===== config.mk =====
export PLATFORM = sky130hd
export DESIGN_NAME = nco_sine_core
export DESIGN_NICKNAME = d
export VERILOG_FILES = /design/src/rtl/nco_sine_core.sv
export SDC_FILE = /design/constraint.sdc
export NUM_CORES = 2
export LEC_CHECK = 0
export BUFFER_PORTS_ARGS = -buffer_cell sky130_fd_sc_hd__buf_4
export CAP_MARGIN = 20
export CORE_ASPECT_RATIO = 0.8
export CORE_UTILIZATION = 30
export DETAILED_ROUTE_END_ITERATION = 8
export GPL_TIMING_DRIVEN = 0
export PLACE_DENSITY = 0.53
export SETUP_SLACK_MARGIN = 0.15
export SLEW_MARGIN = 20
export SYNTH_ARGS = -nofsm -noshare
export SYNTH_HDL_FRONTEND = slang
export SYNTH_SLANG_ARGS = --single-unit

===== constraint.sdc =====
create_clock -name clk -period 37.3 [get_ports clk]
set_input_delay 3.73 -clock clk [delete_from_list [all_inputs] [get_ports clk]]
set_output_delay 3.73 -clock clk [all_outputs]
set_load 0.01 [all_outputs]

===== src/rtl/nco_sine_core.sv =====
module nco_sine_core #(
  parameter int ACC_W = 32,
  parameter int PH_W  = 12,
  parameter int AMP_W = 10
) (
  input  logic             clk,
  input  logic             rst_n,
  input  logic             sleep_n,
  input  logic             fsel,
  input  logic [1:0]       psel,
  input  logic [ACC_W-1:0] ftw0,
  input  logic [ACC_W-1:0] ftw1,
  input  logic [PH_W-1:0]  ofs0,
  input  logic [PH_W-1:0]  ofs1,
  input  logic [PH_W-1:0]  ofs2,
  input  logic [PH_W-1:0]  ofs3,
  output logic [AMP_W-1:0] sample
);
  localparam int QW = PH_W - 2;
  localparam int MW = AMP_W - 1;
  localparam int SH = QW + 1;
  localparam logic [AMP_W-1:0] MID = AMP_W'(1) << MW;
  localparam logic [47:0] MMAX = 48'((1 << MW) - 1);

  // Quarter-wave magnitude: odd series of sin(pi*t/2) in Q16, t = (2i+1)/2^SH
  function automatic logic [MW-1:0] sine_mag(input logic [QW-1:0] i);
    logic [47:0] u, t2, h, m;
    u  = (48'(i) << 1) | 48'd1;
    t2 = (u * u) >> SH;
    h  = 48'd307    - ((t2 * 48'd11)  >> SH);
    h  = 48'd5223   - ((t2 * h) >> SH);
    h  = 48'd42334  - ((t2 * h) >> SH);
    h  = 48'd102944 - ((t2 * h) >> SH);
    h  = (u * h) >> SH;
    m  = (h * MMAX + 48'd32768) >> 16;
    if (m > MMAX) m = MMAX;
    return m[MW-1:0];
  endfunction

  logic [ACC_W-1:0] inc_q, acc_q;
  logic [PH_W-1:0]  ofs_sel, ofs1_q, ofs2_q, ph_q;
  logic [QW-1:0]    idx_q;
  logic [MW-1:0]    mag_q;
  logic             neg4_q, neg5_q;

  always_comb begin
    case (psel)
      2'b00:   ofs_sel = ofs0;
      2'b01:   ofs_sel = ofs1;
      2'b10:   ofs_sel = ofs2;
      default: ofs_sel = ofs3;
    endcase
  end

  wire [PH_W-1:0] acc_top = acc_q[ACC_W-1 -: PH_W];
  wire [QW-1:0]   ph_idx  = ph_q[QW-1:0];

  always_ff @(posedge clk or negedge rst_n) begin
    if (!rst_n) begin
      inc_q  <= '0;
      ofs1_q <= '0;
      acc_q  <= '0;
      ofs2_q <= '0;
      ph_q   <= '0;
      idx_q  <= '0;
      neg4_q <= 1'b0;
      mag_q  <= '0;
      neg5_q <= 1'b0;
      sample <= MID;
    end else if (sleep_n) begin
      inc_q  <= fsel ? ftw1 : ftw0;
      ofs1_q <= ofs_sel;
      acc_q  <= acc_q + inc_q;
      ofs2_q <= ofs1_q;
      ph_q   <= acc_top + ofs2_q;
      idx_q  <= ph_q[PH_W-2] ? ~ph_idx : ph_idx;
      neg4_q <= ph_q[PH_W-1];
      mag_q  <= sine_mag(idx_q);
      neg5_q <= neg4_q;
      sample <= neg5_q ? {1'b0, ~mag_q} : {1'b1, mag_q};
    end
  end
endmodule


**Word-level counts from Yosys, hierarchy flattened**

Index checks and enable logic that the tools add are counted.

- Bits in registers: 131
- Bits of input ports: 118
- Output and inout bits: 10
- Logic and storage cells: 35

- Add/subtract/negate cells: 7
- Multipliers: 7
- Order comparisons: 1
- Equality and inequality tests: 2
- Mux-type cells: 5
- Bitwise operators: 2
- Reduce and logical (&&, ||, !) cells: 1

Operator list:

| cell | count |
|---|---|
| 12-bit by 38-bit multiplier with 48-bit output | 3 |
| 46-bit by 16-bit adder with 47-bit output (second input constant) | 1 |
| 37-bit by 9-bit multiplier with 46-bit output (second input constant) | 1 |
| 13-bit by 37-bit subtractor with 38-bit output (first input constant) | 1 |
| 16-bit by 37-bit subtractor with 38-bit output (first input constant) | 1 |
| 17-bit by 37-bit subtractor with 38-bit output (first input constant) | 1 |
| 12-bit one-hot mux with 3 select lines | 1 |
| 32-bit adder | 1 |
| 32-bit 2-to-1 mux | 1 |
| 31-bit by 9-bit greater-than comparator with 1-bit output (second input constant) | 1 |
| 11-bit by 11-bit multiplier with 22-bit output | 1 |
| 12-bit by 10-bit multiplier with 22-bit output | 1 |
| 10-bit 2-to-1 mux | 2 |
| 11-bit by 4-bit multiplier with 15-bit output (second input constant) | 1 |
| 12-bit adder | 1 |
| 10-bit inverter | 1 |
| 9-bit by 4-bit subtractor with 10-bit output (first input constant) | 1 |
| 9-bit 2-to-1 mux | 1 |
| 9-bit inverter | 1 |
| 2-bit by 1-bit == test with 1-bit output (second input constant) | 1 |
| 2-bit == test (second input constant) | 1 |
| 2-bit logical NOT | 1 |

**Longest topological paths before layout**

- Depth after elaboration: 14
- Depth in mapped cells: 171
- Gate-level depth less buffers: 164

**Least setup slack after synthesis**

OpenSTA, ideal clock, no wires.

- Path kind: register to register
- Start: reg idx_q[4]
- End: reg mag_q[7]
- Setup time: 0.166 ns
- Arrival time: 38.793 ns
- Path slack: -1.659 ns
- Stages on the path, launching flop included: 160
- Buffers on the path: 10
- Period minus slack after synthesis: 38.959 ns
- Cell sequence: dfrtp_1 -> clkbuf_1 -> clkbuf_1 -> clkbuf_1 -> nand2_1 -> fa_1 -> inv_1 -> fa_1 -> inv_1 -> fa_1 -> inv_1 -> fa_1 -> inv_1 -> fa_1 -> inv_1 -> ha_1 -> and4_1 -> and3_1 -> [124 not listed] -> inv_1 -> fa_1 -> inv_1 -> fa_1 -> ha_1 -> ha_1 -> inv_1 -> a22o_1 -> a221oi_1 -> o2111ai_1 -> nor4_1 -> nand3_1 -> a2111oi_0 -> o311ai_0 -> a311oi_1 -> o2111ai_1 -> a2111oi_1 -> a21oi_1

- Cells in the longest elaborated chain, start to end: 14

Ends and longest elaborated chain:

| element | line | source |
|---|---|---|
| start, declared | 42 | `logic [QW-1:0] idx_q;` |
| start signal, assigned | 76 | `idx_q <= ph_q[PH_W-2] ? ~ph_idx : ph_idx;` |
| 11-bit by 11-bit multiplier with 22-bit output | 29 | `t2 = (u * u) >> SH;` |
| 11-bit by 4-bit multiplier with 15-bit output | 30 | `h = 48'd307 - ((t2 * 48'd11) >> SH);` |
| 9-bit by 4-bit subtractor with 10-bit output | 30 |  |
| 12-bit by 10-bit multiplier with 22-bit output | 31 | `h = 48'd5223 - ((t2 * h) >> SH);` |
| 13-bit by 37-bit subtractor with 38-bit output | 31 |  |
| 12-bit by 38-bit multiplier with 48-bit output | 32 | `h = 48'd42334 - ((t2 * h) >> SH);` |
| 16-bit by 37-bit subtractor with 38-bit output | 32 |  |
| 12-bit by 38-bit multiplier with 48-bit output | 33 | `h = 48'd102944 - ((t2 * h) >> SH);` |
| 17-bit by 37-bit subtractor with 38-bit output | 33 |  |
| 12-bit by 38-bit multiplier with 48-bit output (*) | 34 | `h = (u * h) >> SH;` |
| 37-bit by 9-bit multiplier with 46-bit output (*) | 35 | `m = (h * MMAX + 48'd32768) >> 16;` |
| 46-bit by 16-bit adder with 47-bit output (*) | 35 |  |
| 31-bit by 9-bit greater-than comparator with 1-bit output | 36 | `if (m > MMAX) m = MMAX;` |
| 9-bit 2-to-1 mux (*) | 36 |  |
| end signal, assigned | 78 | `mag_q <= sine_mag(idx_q);` |
| end, declared | 43 | `logic [MW-1:0] mag_q;` |

Every way passes the cells marked *; elsewhere a longest branch is shown, timed or not.
A chain may end at the register's enable or synchronous reset.

**Worst setup path in the final report**

- Start: reg idx_q[6]
- End: reg mag_q[8]

Same word-level chain as after synthesis.

==> results.md <==
* Status: finished with violations
* Violated checks: setup timing
* Setup violators final at 5
* Setup slack of the critical path after layout at -0.01032 ns
* Wire length of the first global-routing pass at 194,800 um
* Critical Path AT at 37.61 ns
* Maximum frequency from static timing analysis at roughly 27 MHz
* Largest net degree at the start of global routing at approximately 70
* Worst min-delay path startpoint: ofs1_q[1]
* Final Hold Slack at 0.4756 ns
* Post-synthesis cell count at between 4,000 and 5,000
* Final Cycle Share at 100.0%
* Horizontal extent of the die at 430.1 um
* Largest fanout on the critical path at 8
* Area leader, netlist: sky130_fd_sc_hd__fa_1
* Main synth FF type: sky130_fd_sc_hd__dfrtp_1
* Maximum clock skew at final layout at between 0.01 and 0.015 ns
* DRC violation count after routing at 0
* Nets@finish at 6,765
* Cells taking the most area after synthesis: sky130_fd_sc_hd__fa_1, sky130_fd_sc_hd__ha_1, sky130_fd_sc_hd__inv_1, sky130_fd_sc_hd__dfrtp_1, sky130_fd_sc_hd__nand2_1
* Distinct cell type count of the synthesized netlist at 102
* Clk root buf: sky130_fd_sc_hd__clkbuf_16
* Most used standard cell by instance count after synthesis: sky130_fd_sc_hd__inv_1
* All-Layer GR Usage at 16.74%
* Number of H-tree levels at 4
* Remaining Overflow, GRT at 0
* Most frequent cell on the critical path: sky130_fd_sc_hd__fa_1
* Proportion of netlist area held by the largest area contributor at 38.06%
* Shortest clock period the worst path allows after layout at approximately 37 ns
* Worst hold-check path type: flip-flop to flip-flop
* Clock sink count at 131
* CP startpoint kind: flip-flop
* Starting utilization of the core area at roughly 30%
* CP endpoint kind: flip-flop
* Reg clk slew, reported paths at approximately 0.07 ns
* DPL Wire Length at 102,300 um
* Placement Rows at 125
* Total via count after detailed routing at approximately 34,000
* Average instance area after synthesis at 9.062 sq um
* Number of flops mapped to enable cells by yosys at 0
* Worst setup path startpoint: idx_q[6]
* RD Place Congestion at 0.9362
* Antenna violation net count after detailed routing at 0
* Setup CP Type: flip-flop to flip-flop
* Clock insertion delay at the later pin of the skew report at 0.44 ns
* Data required time of the critical path at 37.60 ns
* RSZ-0062 raised after global routing: true
* Inserted Clock Buffers at 17
* Warnings from Yosys at 0
* Worst r2r src: idx_q[6]
* Pins Over Slew Limit at 0
* Flip-flop and latch count after synthesis at 131
* Cts hold-fix bufs at 0
* Floorplan die area at 148,100 sq um
* Clock tree from TritonCTS: done
* Area overhead of the layout relative to synthesis at 23.84%
* Crit path largest cell delay at 0.65 ns
* WL/cell at 17.48 um
* Count of max-cap constraint violations at 0
* Slew HR at 27.27%
* Syn nets at 6,335
* Ports at 128
* Total of buffers placed on input and output ports at roughly 130
* Number of global-route vias before repair at 34,820
* Sequential share of the synthesized area at under 10%
* Mean number of vias per cell at approximately 4.7
* Fraction of layout instances using a drive strength above 1 at approximately 22%
* Sum of routed wire length over all layers at 125,900 um
* Critical-path cell with the highest stage delay: sky130_fd_sc_hd__fa_2
* Vertical extent of the die at approximately 340 um
* Most frequent cells after synthesis: sky130_fd_sc_hd__inv_1, sky130_fd_sc_hd__fa_1, sky130_fd_sc_hd__ha_1, sky130_fd_sc_hd__nand2_1, sky130_fd_sc_hd__nor2_1
* Share of flip-flops with an asynchronous set or reset at 100.0%
* Clk buf depth at 2
* Floorplan core area at 145,300 sq um
* Detailed-router iteration count before antenna repair at 5
* Netlist Area Pre-Place at approximately 44,000 sq um
* Initial antenna violation count at 8
* Least-Margin Pin Slew at 1.083 ns
* Final hold violation count at 0
* DRT iter0 DRCs at 1,900
[layout by cell type, fill, tap and decap left out, types with 13 or more instances in the layout]
cell and count:
sky130_fd_sc_hd__o21ai_1 15, sky130_fd_sc_hd__buf_6 48, sky130_fd_sc_hd__xnor2_1 93, sky130_fd_sc_hd__a21oi_4 23
sky130_fd_sc_hd__clkbuf_1 73, sky130_fd_sc_hd__nor3_1 34, sky130_fd_sc_hd__xor2_2 18, sky130_fd_sc_hd__a21o_1 59
sky130_fd_sc_hd__nand2b_1 32, sky130_fd_sc_hd__o21bai_1 13, sky130_fd_sc_hd__nor2_2 13, sky130_fd_sc_hd__and2_1 150
sky130_fd_sc_hd__mux2_2 58, sky130_fd_sc_hd__a21oi_2 40, sky130_fd_sc_hd__ha_1 457, sky130_fd_sc_hd__xnor2_2 22
sky130_fd_sc_hd__clkbuf_16 21, sky130_fd_sc_hd__clkbuf_2 19, sky130_fd_sc_hd__nand2_2 17, sky130_fd_sc_hd__xnor2_4 30
sky130_fd_sc_hd__nand3_1 40, sky130_fd_sc_hd__fa_1 801, sky130_fd_sc_hd__inv_2 55, sky130_fd_sc_hd__fa_2 35
sky130_fd_sc_hd__inv_1 1004, sky130_fd_sc_hd__ha_2 13, sky130_fd_sc_hd__o21ai_0 54, sky130_fd_sc_hd__xor2_1 46
sky130_fd_sc_hd__buf_4 384, sky130_fd_sc_hd__ha_4 58, sky130_fd_sc_hd__dfrtp_1 123, sky130_fd_sc_hd__buf_12 20
sky130_fd_sc_hd__a21oi_1 178, sky130_fd_sc_hd__nand2_1 409, sky130_fd_sc_hd__nand4_1 18, sky130_fd_sc_hd__nor2b_1 21
sky130_fd_sc_hd__mux2i_1 36, sky130_fd_sc_hd__o21a_1 20, sky130_fd_sc_hd__nor2_1 317, sky130_fd_sc_hd__and3_1 15
[per-stage QoR]
stage               instance area [sq um]  TNS [ns]  util, %  setup slack, ns  cells
detailed placement                  47560    -78.07    32.73           -8.691   6887
finish                              54460  -0.02115    37.48         -0.01032   7202
CTS                                 49010    -34.48    33.73           -3.866   6943
floorplan                           44140         0        -           0.1580   4853
global route                        54460    -10.06    37.48           -1.139   7201
global placement                    47470    -76.67    32.67           -8.535   6884
[critical path: cells and delay by family, from the launching register on]
kind / cells / cell delay, ns
adders and majority gates: 38 / 16.59
AOI/OAI and AO/OA: 54 / 10.27
buffers and inverters: 37 / 3.93
and+or+nand+nor: 22 / 3.43
xor gates and xnor gates: 10 / 1.97
DFF: 1 / 0.52
muxes: 1 / 0.33
[cells by family after synthesis]
kind of cell             synth area share [%]
AO/OA/AOI/OAI                           8.763
multiplexers                            3.024
other                                0.008527
AND/OR/NAND/NOR                         12.27
adder cells (fa/ha/maj)                 53.17
XOR/XNOR                                4.464
buffers and inverters                   10.84
flip-flops                              7.457
[flip-flops by register name, summed over array words and instances, names as in the netlist]
register and cells:
acc_q 32, idx_q 10, inc_q 32, mag_q 9
neg4_q 1, neg5_q 1, ofs1_q 12, ofs2_q 12
ph_q 12, sample 10
[per-layer routing]
metal | GRT usage (%) | share of wire [%]
met5 | 0 | 0
met1 | 23.71 | 47
met3 | 3.882 | 7.3
met4 | 3.028 | 1.5
met2 | 26.16 | 45
[layout make-up]
cell class                 count  area [sq um]
fill                       14570         90830
clock inverter                14         143.9
tap                         1905          2384
antenna                        1         2.502
inverter                    1078          4114
sequential                   131          3288
buffer                       174          1269
timing repair buffer         411          3377
clock buffer                  18         429.2
multi-input combinational   3470         39450
[final timing paths]
path / endpoint / slack, ns / cells past startpoint
worst max register to register: mag_q[8] / -0.01 / 162
worst min-delay path: ofs2_q[1] / 0.48 / 2
max in group asynchronous: ofs2_q[5] / 33.35 / 2
min in group asynchronous: mag_q[7] / 3.25 / 1
worst max-delay path: mag_q[8] / -0.01 / 162
worst min register to register: ofs2_q[1] / 0.48 / 2
[what timing repair did]
item                                    in CTS  in global routing
gates cloned                                 0                  7
setup buffers                               24                251
endpoints found under the setup margin       9                  9
gates resized for setup                    156                859
pin swaps                                   15                361
Power is left out: the tool's default activity adds up to more than one toggle a clock period on the data nets, which glitch-free logic cannot reach.
